$ cat config.mk
export PLATFORM = sky130hd
export DESIGN_NAME = ifx_prio
export DESIGN_NICKNAME = d
export VERILOG_FILES = /design/src/rtl/ifx_pkg.sv /design/src/rtl/ifx_len_decode.sv /design/src/rtl/ifx_legal_check.sv /design/src/rtl/ifx_prio.sv
export SDC_FILE = /design/constraint.sdc
export NUM_CORES = 1
export LEC_CHECK = 0
export BUFFER_PORTS_ARGS = -buffer_cell sky130_fd_sc_hd__buf_2
export CAP_MARGIN = 20
export CORE_UTILIZATION = 40
export DETAILED_ROUTE_END_ITERATION = 16
export GPL_ROUTABILITY_DRIVEN = 0
export SLEW_MARGIN = 20
export SYNTH_ARGS = -nofsm -noshare
export SYNTH_HDL_FRONTEND = slang
export SYNTH_HIERARCHICAL = 1
export SYNTH_SLANG_ARGS = --single-unit
export TNS_END_PERCENT = 30
$ cat constraint.sdc
create_clock -name clk -period 4.7 [get_ports clk]
set_input_delay 0.235 -clock clk [delete_from_list [all_inputs] [get_ports clk]]
set_output_delay 0.235 -clock clk [all_outputs]
set_load 0.01 [all_outputs]
$ cat src/rtl/ifx_pkg.sv
// Shared widths, cause codes and result record for the fetch prioritizer.
// Assumes 16-bit fetch parcels and a longest supported instruction of 32 bits.
package ifx_pkg;
    localparam int PARCEL_W = 16;
    localparam int INSN_W   = 2 * PARCEL_W;

    typedef enum logic [1:0] {
        CAUSE_OK  = 2'b00,
        CAUSE_PF  = 2'b01,
        CAUSE_ILL = 2'b10
    } cause_e;

    typedef struct packed {
        logic                wide;
        cause_e              cause;
        logic [INSN_W-1:0]   insn;
    } result_t;
endpackage

$ cat src/rtl/ifx_len_decode.sv
// Length decode of a first parcel: says whether an upper parcel must follow
// and whether a single-parcel length is supported in this configuration.
// Assumes the standard rule that low bits 11 mark an instruction wider than 16.
module ifx_len_decode #(
    parameter bit COMPRESSED_EN = 1'b1
) (
    input  logic [ifx_pkg::PARCEL_W-1:0] parcel,
    output logic                         need_upper,
    output logic                         short_ok
);
    // Low two bits 11 mean at least one more parcel follows.
    always_comb need_upper = (parcel[1:0] == 2'b11);

    generate
        if (COMPRESSED_EN) begin : g_short_on
            // 16-bit length is a supported size.
            always_comb short_ok = (parcel[1:0] != 2'b11);
        end else begin : g_short_off
            // Without compressed support no single-parcel length is valid.
            always_comb short_ok = 1'b0;
        end
    endgenerate
endmodule

$ cat src/rtl/ifx_legal_check.sv
// Encoding legality on a fully gathered instruction of supported length.
// Assumes the caller has already rejected unsupported 16-bit lengths.
module ifx_legal_check #(
    parameter bit LWSP_X0_RESERVED = 1'b1
) (
    input  logic [ifx_pkg::INSN_W-1:0] insn,
    input  logic                       wide,
    output logic                       illegal
);
    logic zero_short;
    logic lwsp_x0;
    logic over_long;

    // A 16-bit parcel of all zeros is the defined illegal pattern.
    always_comb zero_short = (insn[15:0] == 16'h0000);

    // Lengths above 32 bits are signalled by bits [4:2] all set.
    always_comb over_long = (insn[4:2] == 3'b111);

    generate
        if (LWSP_X0_RESERVED) begin : g_lwsp_rsvd
            // Stack-relative word load into register 0 is reserved.
            always_comb lwsp_x0 = (insn[1:0] == 2'b10) && (insn[15:13] == 3'b010)
                                  && (insn[11:7] == 5'd0);
        end else begin : g_lwsp_legal
            // The same encoding is accepted as an ordinary load.
            always_comb lwsp_x0 = 1'b0;
        end
    endgenerate

    // Pick the rule set that matches the gathered width.
    always_comb illegal = wide ? over_long : (zero_short | lwsp_x0);
endmodule

$ cat src/rtl/ifx_prio.sv
// Fetch exception prioritizer: gathers one instruction from 16-bit parcels,
// never exits early once the length is supported, and ranks a page fault on
// any parcel above an illegal encoding. Holds the result until res_ready.
// Assumes a synchronous active-low reset and that flush wins over all input.
module ifx_prio #(
    parameter bit COMPRESSED_EN    = 1'b1,
    parameter bit LWSP_X0_RESERVED = 1'b1
) (
    input  logic        clk,
    input  logic        rst_n,
    input  logic        flush,
    input  logic        in_valid,
    output logic        in_ready,
    input  logic [15:0] in_parcel,
    input  logic        in_fault,
    output logic        res_valid,
    input  logic        res_ready,
    output logic [1:0]  res_cause,
    output logic        res_wide,
    output logic [31:0] res_insn
);
    import ifx_pkg::*;

    typedef enum logic {S_FIRST = 1'b0, S_UPPER = 1'b1} state_e;

    state_e                state_q;
    logic [PARCEL_W-1:0]   lo_q;
    logic                  lo_flt_q;
    logic                  valid_q;
    result_t               res_q;

    logic                  accept;
    logic                  need_upper;
    logic                  short_ok;
    logic                  cand_wide;
    logic [INSN_W-1:0]     cand_insn;
    logic                  cand_fault;
    logic                  enc_illegal;
    logic                  cand_illegal;
    logic                  finish;
    cause_e                cand_cause;

    ifx_len_decode #(.COMPRESSED_EN(COMPRESSED_EN)) u_len (
        .parcel     (in_parcel),
        .need_upper (need_upper),
        .short_ok   (short_ok)
    );

    ifx_legal_check #(.LWSP_X0_RESERVED(LWSP_X0_RESERVED)) u_legal (
        .insn    (cand_insn),
        .wide    (cand_wide),
        .illegal (enc_illegal)
    );

    // Parcels are taken only with no result waiting and no flush.
    always_comb in_ready = ~valid_q & ~flush;
    always_comb accept   = in_valid & in_ready;

    // Form the candidate instruction and its combined fault flag.
    always_comb begin
        cand_wide  = (state_q == S_UPPER);
        cand_insn  = cand_wide ? {in_parcel, lo_q} : {{PARCEL_W{1'b0}}, in_parcel};
        cand_fault = in_fault | (cand_wide & lo_flt_q);
    end

    // An unsupported short length is illegal regardless of encoding rules.
    always_comb cand_illegal = enc_illegal | (~cand_wide & ~short_ok);

    // The instruction completes on the upper parcel or on a short first one.
    always_comb finish = accept & (cand_wide | ~need_upper);

    // Fault outranks illegal, illegal outranks ok.
    always_comb begin
        if (cand_fault)        cand_cause = CAUSE_PF;
        else if (cand_illegal) cand_cause = CAUSE_ILL;
        else                   cand_cause = CAUSE_OK;
    end

    // Assembly state, saved lower parcel and held result.
    always_ff @(posedge clk) begin
        if (!rst_n || flush) begin
            state_q  <= S_FIRST;
            lo_q     <= '0;
            lo_flt_q <= 1'b0;
            valid_q  <= 1'b0;
            res_q    <= '0;
        end else begin
            if (valid_q && res_ready) valid_q <= 1'b0;
            if (finish) begin
                valid_q     <= 1'b1;
                res_q.wide  <= cand_wide;
                res_q.cause <= cand_cause;
                res_q.insn  <= cand_insn;
                state_q     <= S_FIRST;
            end else if (accept) begin
                lo_q     <= in_parcel;
                lo_flt_q <= in_fault;
                state_q  <= S_UPPER;
            end
        end
    end

    // Drive the result ports from the held record.
    always_comb begin
        res_valid = valid_q;
        res_cause = res_q.cause;
        res_wide  = res_q.wide;
        res_insn  = res_q.insn;
    end
endmodule

[Word level (Yosys, flattened, before mapping)]
Index checks and enable logic that the tools add are counted.
Cells by class
  order comparisons: 0
  div/mod/pow operators: 0
  shift-type cells: 0
  multiplexer cells: 6
  reductions and logical operators: 10
  eq/ne operators: 5
  add/subtract/negate cells: 0
  bitwise operators: 15
  multipliers: 0
Operator list (count)
  32-bit 2-to-1 mux: 1
  16-bit zero test: 1
  1-bit NOT: 6
  1-bit bitwise AND: 5
  5-bit zero test: 1
  2-bit == test (second input constant): 2
  2-bit 2-to-1 mux: 2
  1-bit OR: 4
  3-bit by 2-bit == test with 1-bit output (second input constant): 1
  3-bit == test (second input constant): 1
  1-bit logical AND: 3
  1-bit 2-to-1 mux: 3
  2-bit inequality test (second input constant): 1
  2-bit AND reduction: 1
  2-bit nonzero test: 1
  2-bit OR reduction: 1
  1-bit zero test: 1
  1-bit logical OR: 1
Word-level totals
  flip-flop bits (word level): 54
  input bits: 22
  bits in writable memories: 0
  output and inout port bits: 37
  memories kept: 0
  ROM bits: 0
  bits in latches: 0
  logic and storage cells: 43

[Depth between registers and ports, before layout]
Gate-level depths: netlist of the first run.
  depth after elaboration: 9
  depth in mapped cells: 9
  mapped depth without buffers: 7

[By module]
Netlist of the first run, hierarchy kept.
By module, submodules not included
  ifx_prio: area an instance 2294.7 µm², sequential area each 1081.0 µm², cells an instance 251, instances 1
  ifx_legal_check: area an instance 61.3 µm², sequential area each 0.0 µm², cells an instance 10, instances 1
  ifx_len_decode: area an instance 10.0 µm², sequential area each 0.0 µm², cells an instance 2, instances 1

[Worst setup path before layout of the first run]
Ideal clock, no wire load.
  kind: register to register
  from: reg state_q, in the netlist cand_wide
  to: reg res_q, in the netlist res_cause[1]
  data required time: 4.599 ns
  stages on the path, launching flop included: 10
  library setup time: 0.101 ns
  path slack: 2.606 ns
  buffers on the path: 2
  arrival: 1.993 ns
  clock period less this slack: 2.094 ns
  cell sequence: dfxtp_1 buf_2 buf_2 mux2_2 nor4_1 a21oi_1 o21ai_1 nand2b_1 a22oi_1 o41ai_1
Between the ends
  elaborated cells between the ends (all ways): 19
  classes of those cells: eq/ne (3); mux (4); bitwise (8); reduce/logical (4)
RTL lines
  from (decl): line ifx_prio.sv:26  | state_e state_q;
  from (signal assigned): line ifx_prio.sv:82  | state_q <= S_FIRST;
  from (signal assigned): line ifx_prio.sv:94  | state_q <= S_FIRST;
  from (signal assigned): line ifx_prio.sv:98  | state_q <= S_UPPER;
  32-bit 2-to-1 mux: line ifx_prio.sv:62  | cand_insn = cand_wide ? {in_parcel, lo_q} : {{PARCEL_W{1'b0}}, in_parcel};
  via cand_insn[6]: line ifx_prio.sv:36  | logic [INSN_W-1:0] cand_insn;
  16-bit zero test: line ifx_legal_check.sv:15  | always_comb zero_short = (insn[15:0] == 16'h0000);
  1-bit OR: line ifx_legal_check.sv:32  | always_comb illegal = wide ? over_long : (zero_short | lwsp_x0);
  1-bit 2-to-1 mux: line ifx_legal_check.sv:32
  via enc_illegal: line ifx_prio.sv:38  | logic enc_illegal;
  1-bit OR: line ifx_prio.sv:67  | always_comb cand_illegal = enc_illegal | (~cand_wide & ~short_ok);
  2-bit 2-to-1 mux: line ifx_prio.sv:75  | else if (cand_illegal) cand_cause = CAUSE_ILL;
  2-bit 2-to-1 mux: line ifx_prio.sv:74  | if (cand_fault) cand_cause = CAUSE_PF;
  to (decl): line ifx_prio.sv:30  | result_t res_q;
The timed path passes the listed nets, and every way through them passes these cells.
A chain may end at the register's enable or synchronous reset.

[Worst setup path after layout of the first run]
  from: reg state_q, in the netlist cand_wide
  to: reg res_q, in the netlist res_cause[1]
Between the ends
  elaborated cells between the ends (all ways): 19
  classes of those cells: eq/ne (3); mux (4); bitwise (8); reduce/logical (4)
RTL lines
  32-bit 2-to-1 mux (*): line ifx_prio.sv:62
  via cand_insn[11]: line ifx_prio.sv:36
  5-bit zero test: line ifx_legal_check.sv:24  | && (insn[11:7] == 5'd0);
  1-bit logical AND: line ifx_legal_check.sv:24
  1-bit OR (*): line ifx_legal_check.sv:32
  1-bit 2-to-1 mux (*): line ifx_legal_check.sv:32
  via enc_illegal: line ifx_prio.sv:38
  1-bit OR (*): line ifx_prio.sv:67
  2-bit 2-to-1 mux (*): line ifx_prio.sv:75
  2-bit 2-to-1 mux (*): line ifx_prio.sv:74
Mark *: on every way through the listed nets, which the timed path passes. The rest lies on a longest branch.

==> impl_metrics.py, run 1 <==
metrics = {
    "run_status": {
        "status": "finished, final reports clean",
    },
    "sta": {
        "min_period_ps": 2500,
        "hold_slack_ps": 174,
        "rsz0062_at_grt": "no",
        "post-route-period-util": 0.531,
        "fin_ws_ps": 2200,
        "worst_slew_pin_slew_ps": 966,
        "fin_setup_tns_ps": 0,
        "slew_headroom": 0.355,
        "setup_viol": 0,
        "finClkSkew_ps": 7.44,
        "hold_viol": 0,
        "drv_slew": 0,
        "fmaxAchievable_mhz": 400,
    },
    "power_and_ir_drop": {
        "p_leak_nw": 1.05,
        "clockPowerShare": 0.353,
        "total_power_mw": 0.868,
        "power.density_mw_per_mm2": 326,
        "pwr-share-comb": 0.107,
        "swShare": 0.242,
        "max-vdd-ir-drop_uv": 137,
        "seq_power_share": 0.540,
        "p_int_mw": 0.658,
        "switching_power_mw": 0.210,
    },
    "cts": {
        "path_clk_slew_ps": 90,
        "cts-root-buf": "clkbuf_8",
        "cts_tree": "done",
        "post-cts-setup-buffers": 0,
        "cts.path.max_buffers": 2,
        "cts_max_level": 2,
        "numCtsBuffers": 5,
        "postCtsHoldBufs": 0,
        "cts_resized": 0,
        "cts_num_sinks": 54,
        "clock_latency_ps": 310,
    },
    "critical_path": {
        "crit_fanout": 24,
        "arrival_ps": 2710,
        "cp.required_ps": 4910,
        "end_kind": "register",
        "start_kind": "register",
        "critPathKind": "register to register",
    },
    "drt": {
        "vias_per_cell": 5.49,
        "drtPass1Iterations": 4,
        "wirelength_um": 5510,
        "num_vias": 1993,
        "ant_nets": 0,
        "drcViolationCount": 0,
        "routedWlPerCell_um": 15.2,
        "drt_iter0_markers": 183,
    },
    "global_routing": {
        "grt_pass1_wl_um": 8890,
        "grt_overflow_total": 0,
        "antenna_found_initial": 0,
        "grt_pass1_vias": 1699,
        "grt.total_usage": 0.191,
        "grt_max_degree": 37,
    },
    "final_layout": {
        "drive_gt1_frac": 0.306,
        "area_growth_pct": 17.6,
        "num_antenna_cells": 0,
        "final_cells": 363,
        "final-seq-area_mm2": 0.00108,
        "nets": 312,
        "n_fill_cell": 556,
        "multiInputGateArea_mm2": 0.00105,
    },
    "logic_synthesis": {
        "ys_warn_count": 6,
        "netlist_area_mm2": 0.00226,
        "synth_area_per_cell_um2": 9.20,
        "synth_cells": 246,
        "synth_fp_nets": 268,
    },
    "floorplanning": {
        "rows": 27,
        "die-area_mm2": 0.00596,
        "die_y_um": 77.2,
        "ios": 59,
        "start_util": 0.413,
        "design.core.area_mm2": 0.00547,
        "die_w_um": 77.2,
    },
    "placement": {
        "dp_hpwl_um": 3690,
        "port_buffers": 58,
        "dpl.cell_count": 355,
        "dp_slack_ps": 2210,
    },
    "worst_hold_path": {
        "hold_class": "input pin to register",
    },
    "flow_run": {
        "maxCapViolCount": 0,
    },
}
-- metal layers --
layer  vias to the layer above  track usage  routed length [µm]
met2                        69        0.294                2500
li1                        987            -                   -
met5                         -            0                   0
met1                       931        0.260                2600
met3                         6       0.0381                 317
met4                         0       0.0792                  89
-- placed cells by master, fill, tap and decap left out, types with 2 or more instances in the layout --
cell type   n
mux2_2     16
a21oi_1    36
buf_2      58
inv_1       2
o21a_1      2
clkbuf_8    5
o21ai_0    17
nor2_1      6
dfxtp_1    54
buf_4       4
nand3_1    17
nor3_1     34
nand2b_1    3
clkbuf_1    2
a22o_1     16
-- sequential cells by signal, indices dropped and copies added, names as in the netlist --
name and cells:
res_wide 1, res_cause 2, cand_wide 1, res_insn 32
lo_flt_q 1, lo_q 16, res_valid 1
-- power groups by stage --
| stage | logic, mW | clock network [mW] | registers [mW] |
|---|---|---|---|
| 2_1_floorplan | 0.0592 | 0 | 0.481 |
| 3_3_place_gp | 0.0925 | 0 | 0.480 |
| 3_5_place_dp | 0.0926 | 0 | 0.480 |
| 4_1_cts | 0.0928 | 0.318 | 0.469 |
| 5_1_grt | 0.102 | 0.337 | 0.470 |
| 6_report | 0.0928 | 0.306 | 0.469 |
-- path summary, 6_finish.rpt --
kind	start	end	slack (ps)	cells past startpoint
worst min register to register	res_wide$_SDFFE_PP0P_	res_wide$_SDFFE_PP0P_	460	1
worst max register to register	cand_wide$_SDFFE_PP0P_	res_cause[1]$_SDFFE_PP0P_	2200	7
worst min-delay path	in_parcel[7]	res_insn[23]$_SDFFE_PP0P_	170	2
worst max-delay path	cand_wide$_SDFFE_PP0P_	res_cause[1]$_SDFFE_PP0P_	2200	7
-- through the flow --
step,util,instance area [µm²]
floorplan,-,2260
global placement,0.467,2550
detailed placement,0.467,2550
CTS,0.486,2660
global route,0.486,2660
finish,0.486,2660
-- final cells by class --
cell class,count,share of cell area
Tap cell,72,0.0339
Multi-Input combinational cell,165,0.397
Clock buffer,7,0.0287
Clock inverter,1,0.0113
Inverter,2,0.00282
Sequential cell,54,0.406
Timing Repair Buffer,62,0.120
-- worst max-delay path, cell delays in order, from the launching register on --
cell	delay, ps
dfxtp_1	970
mux2_2	440
nor4_2	270
o2111ai_1	150
o21ai_1	170
nand2b_1	130
a22oi_1	70
o41ai_1	210
No activity file was read; power rests on OpenSTA's default activity.
==> run 2, diff against run 1 <==
==> constraint.sdc (replaced) <==
create_clock -name clk -period 2.6 [get_ports clk]
set_input_delay 0.13 -clock clk [delete_from_list [all_inputs] [get_ports clk]]
set_output_delay 0.13 -clock clk [all_outputs]
set_load 0.01 [all_outputs]
==> impl_metrics.py, run 2 (synthesis gave the netlist of run 1 again) <==
metrics = {
    "run_status": {
        "status": "finished, final reports clean",
    },
    "final_layout": {
        "drive_gt1_frac": 0.308,
        "nets": 314,
        "area_growth_pct": 16.9,
        "final_cell_mix": "58 x buf_2, 54 x dfxtp_1, 36 x a21oi_1",
        "n_fill_cell": 556,
        "num_antenna_cells": 0,
        "final_common_cell": "buf_2",
        "largest_reg_flops": 32,
        "final_cells": 364,
    },
    "sta": {
        "setup_viol": 0,
        "rsz0062_at_grt": "no",
        "slew_headroom": 0.564,
        "drv_slew": 0,
        "hold_slack_ps": 78.2,
        "min_period_ps": 2170,
        "fin_setup_tns_ps": 0,
        "fin_ws_ps": 432,
        "post-route-period-util": 0.834,
        "worst_slew_pin_slew_ps": 654,
        "finClkSkew_ps": 5.39,
        "fmaxAchievable_mhz": 461,
        "hold_viol": 0,
    },
    "cts": {
        "postCtsHoldBufs": 0,
        "cts_num_sinks": 54,
        "cts-root-buf": "clkbuf_8",
        "numCtsBuffers": 5,
        "path_clk_slew_ps": 90,
        "cts_tree": "done",
        "post-cts-setup-buffers": 0,
        "cts_resized": 0,
        "cts_max_level": 2,
        "clock_latency_ps": 310,
        "cts.path.max_buffers": 2,
    },
    "critical_path": {
        "cp.required_ps": 2810,
        "critPathKind": "register to register",
        "worstReg2RegEnd": "res_cause[1]$_SDFFE_PP0P_",
        "end_kind": "register",
        "start_kind": "register",
        "crit_slowest_cell": "dfxtp_1",
        "reg2reg_from": "cand_wide$_SDFFE_PP0P_",
        "slowest_delay_ps": 420,
        "arrival_ps": 2380,
        "crit_fanout": 20,
        "r2r_cells": 8,
        "crit_chain": "buf_4 -> mux2_2 -> nor3_1 -> o2111ai_1 -> o21ai_1 -> nand2b_1 -> a22oi_1 -> o41ai_1",
        "reg2reg_setup_slack_ps": 430,
    },
    "placement": {
        "port_buffers": 58,
        "dp_slack_ps": 456,
        "dpl.cell_count": 357,
        "dp_hpwl_um": 3720,
    },
    "power_and_ir_drop": {
        "p_leak_nw": 1.05,
        "max-vdd-ir-drop_uv": 249,
        "power.density_mw_per_mm2": 553,
        "total_power_mw": 1.46,
    },
    "drt": {
        "drtPass1Iterations": 4,
        "drt_iter0_markers": 173,
        "drcViolationCount": 0,
        "wirelength_um": 5420,
        "routedWlPerCell_um": 14.9,
        "num_vias": 1975,
        "vias_per_cell": 5.43,
        "ant_nets": 0,
    },
    "global_routing": {
        "antenna_found_initial": 0,
        "grt_max_degree": 37,
        "grt_pass1_wl_um": 9140,
        "grt_overflow_total": 0,
        "grt.total_usage": 0.193,
        "grt_pass1_vias": 1837,
    },
    "floorplanning": {
        "die_w_um": 77.2,
        "die_y_um": 77.2,
        "ios": 59,
        "die-area_mm2": 0.00596,
        "design.core.area_mm2": 0.00547,
        "start_util": 0.413,
        "rows": 27,
    },
    "worst_hold_path": {
        "hold_class": "input pin to register",
        "worstHoldStart": "in_parcel[6]",
        "hold_path_end": "res_insn[22]$_SDFFE_PP0P_",
        "worstHoldPathCells": 2,
    },
    "flow_run": {
        "maxCapViolCount": 0,
    },
}
[run 2: cell count changes in the layout (fill, tap and decap cells not counted), sizes merged]
cell	previous run	this run
buf	62	64
bufinv	1	0
[run 2: worst max path at each step]
stage                                start                        end  slack [ps]  cells past startpoint
floorplan           cand_wide$_SDFFE_PP0P_  res_cause[1]$_SDFFE_PP0P_         510                      9
global placement    cand_wide$_SDFFE_PP0P_  res_cause[1]$_SDFFE_PP0P_         520                      8
detailed placement  cand_wide$_SDFFE_PP0P_  res_cause[1]$_SDFFE_PP0P_         460                      8
CTS                 cand_wide$_SDFFE_PP0P_  res_cause[1]$_SDFFE_PP0P_         420                      8
global route        cand_wide$_SDFFE_PP0P_  res_cause[1]$_SDFFE_PP0P_         190                      8
finish              cand_wide$_SDFFE_PP0P_  res_cause[1]$_SDFFE_PP0P_         430                      8
[run 2: power breakdown]
group / switching (mW) / total (mW) / internal, mW
Combinational: 0.108 / 0.172 / 0.0641
Sequential: 0.00656 / 0.845 / 0.839
Clock: 0.259 / 0.445 / 0.186
[run 2: cell type report]
cell class              instances  area (µm²)  share of cell area
inverters                       2        7.51             0.00284
multi-input cells             165        1050               0.399
flip-flops and latches         54        1080               0.409
well taps                      72        90.1              0.0341
clock buffers                   7        76.3              0.0289
repair buffers                 64         335               0.127
[run 2: through the flow]
stage,util,area [µm²]
CTS,0.483,2650
detailed placement,0.469,2570
global route,0.483,2650
finish,0.483,2650
global placement,0.469,2570
floorplan,-,2260
[run 2: worst max-delay path, delay by kind of cell (launching register included)]
family / cells / cell delay, ps
compound gates: 4 / 620
flops: 1 / 420
mux: 1 / 380
simple gates: 2 / 360
buf+inv: 1 / 290
[run 2: per-layer routing]
layer | up-vias | track usage | wire (µm) | part of all wire
li1 | 984 | - | - | -
met1 | 940 | 0.258 | 2600 | 0.48
met2 | 45 | 0.300 | 2480 | 0.46
met3 | 6 | 0.0429 | 241 | 0.044
met4 | 0 | 0.0774 | 89 | 0.016
met5 | - | 0 | 0 | 0
==> run 3, diff against run 2 <==
--- a/config.mk
+++ b/config.mk
@@ -10,6 +10,7 @@
 export CORE_UTILIZATION = 40
 export DETAILED_ROUTE_END_ITERATION = 16
 export GPL_ROUTABILITY_DRIVEN = 0
+export PLACE_DENSITY = 0.65
 export SLEW_MARGIN = 20
 export SYNTH_ARGS = -nofsm -noshare
 export SYNTH_HDL_FRONTEND = slang
==> constraint.sdc (replaced) <==
create_clock -name clk -period 1.8 [get_ports clk]
set_input_delay 0.09 -clock clk [delete_from_list [all_inputs] [get_ports clk]]
set_output_delay 0.09 -clock clk [all_outputs]
set_load 0.01 [all_outputs]
==> impl_metrics.py, run 3 (synthesis gave the netlist of run 1 again) <==
metrics = {
    "critical_path": {
        "crit_slowest_cell": "dfxtp_4",
        "crit_chain": "buf_12 -> mux2_4 -> nor4_2 -> o2111ai_1 -> o21ai_1 -> nand2b_1 -> a22oi_1 -> o41ai_1",
        "end_kind": "register",
        "critPathKind": "register to register",
        "slowest_delay_ps": 370,
        "arrival_ps": 2150,
        "cp.required_ps": 2010,
        "start_kind": "register",
        "crit_fanout": 6,
    },
    "global_routing": {
        "grt_pass1_vias": 1887,
        "grt_overflow_total": 0,
        "grt_pass1_wl_um": 9490,
        "grt.total_usage": 0.200,
        "antenna_found_initial": 0,
        "grt_max_degree": 37,
    },
    "power_and_ir_drop": {
        "total_power_mw": 2.20,
        "power.density_mw_per_mm2": 774,
        "max-vdd-ir-drop_uv": 364,
        "p_leak_nw": 1.16,
    },
    "cts": {
        "cts_num_sinks": 54,
        "cts_tree": "done",
        "path_clk_slew_ps": 100,
        "cts.path.max_buffers": 2,
        "cts-root-buf": "clkbuf_8",
        "clock_latency_ps": 310,
        "cts_max_level": 2,
        "numCtsBuffers": 5,
        "postCtsHoldBufs": 0,
    },
    "final_layout": {
        "nets": 328,
        "n_fill_cell": 524,
        "post-route-util": 0.520,
        "largest_reg_flops": 32,
        "multiInputGateArea_mm2": 0.00110,
        "final_common_cell": "buf_2",
        "drive_gt1_frac": 0.358,
        "final-seq-area_mm2": 0.00108,
        "final_cells": 379,
        "area_growth_pct": 25.9,
        "final_cell_mix": "58 x buf_2, 53 x dfxtp_1, 36 x a21oi_1",
        "num_antenna_cells": 0,
    },
    "run_status": {
        "violations": "setup timing",
        "status": "complete, but fails checks",
    },
    "floorplanning": {
        "die_y_um": 77.2,
        "ios": 59,
        "die_w_um": 77.2,
        "die-area_mm2": 0.00596,
        "rows": 27,
        "start_util": 0.413,
        "design.core.area_mm2": 0.00547,
    },
    "sta": {
        "drv_slew": 0,
        "rsz0062_at_grt": "yes",
        "slew_headroom": 0.619,
        "setup_viol": 1,
        "worst_slew_pin_slew_ps": 572,
        "finClkSkew_ps": 8.57,
        "fin_ws_ps": -145,
        "min_period_ps": 1940,
        "hold_viol": 0,
        "fin_setup_tns_ps": -145,
        "fmaxAchievable_mhz": 514,
        "post-route-period-util": 1.08,
    },
    "drt": {
        "wirelength_um": 5740,
        "routedWlPerCell_um": 15.1,
        "num_vias": 2029,
        "vias_per_cell": 5.35,
        "drt_iter0_markers": 120,
        "drcViolationCount": 0,
        "drtPass1Iterations": 4,
        "ant_nets": 0,
    },
    "placement": {
        "port_buffers": 58,
        "dpl.cell_count": 368,
        "dp_hpwl_um": 3940,
    },
    "worst_hold_path": {
        "hold_class": "input pin to register",
    },
    "flow_run": {
        "maxCapViolCount": 0,
    },
}
[run 3: cell count changes in the layout (fill, tap and decap cells not counted), sizes merged]
cell and change:
clkbuf -2, buf +14, clkinvlp +1, inv +1, clkinv +1
[run 3: routing by layer]
layer	wire length (µm)	up-vias	track usage
met1	2890	937	0.290
met4	25	0	0.0509
met5	0	-	0
met3	352	2	0.0476
met2	2470	64	0.293
li1	-	1026	-
[run 3: worst max-delay path: cells and delay by family (launching register included)]
| kind | cells | cell delay, ps |
|---|---|---|
| compound gates | 4 | 650 |
| buf+inv | 1 | 130 |
| flops | 1 | 370 |
| mux | 1 | 300 |
| simple gates | 2 | 390 |
[run 3: where the power goes]
group	leakage (nW)	switching (mW)	internal, mW
Combinational	0.675	0.167	0.118
Clock	0.0447	0.418	0.282
Sequential	0.437	0.0100	1.21
Total	1.16	0.595	1.61
[run 3: stage by stage]
step | hold slack (ps) | setup slack, ps | instance area, µm²
5_1_grt | 24.8 | -267 | 2850
2_1_floorplan | 223 | -63.1 | 2280
3_3_place_gp | 345 | -189 | 2670
3_5_place_dp | 349 | -274 | 2670
6_report | 22.5 | -145 | 2850
4_1_cts | 21.0 | -130 | 2830
[run 3: final cells by class]
class                      instances  area share
clock buffer                       5      0.0242
clock inverter                     3     0.00879
inverter                           2     0.00264
multi-input combinational        165       0.386
sequential                        54       0.381
tap                               72      0.0316
timing repair buffer              78       0.166
[run 3: path summary, 6_finish.rpt]
kind / startpoint / end / slack [ps] / depth (start not counted)
worst max register to register: cand_wide$_SDFFE_PP0P_ / res_cause[1]$_SDFFE_PP0P_ / -140 / 8
worst max-delay path: cand_wide$_SDFFE_PP0P_ / res_cause[1]$_SDFFE_PP0P_ / -140 / 8
worst min register to register: res_wide$_SDFFE_PP0P_ / res_wide$_SDFFE_PP0P_ / 450 / 1
worst min-delay path: in_parcel[9] / res_insn[25]$_SDFFE_PP0P_ / 20 / 2
[run 3: timing repair]
item,CTS,global route
setup buffers,3,0
gates resized for setup,8,4
setup endpoints to repair,1,1
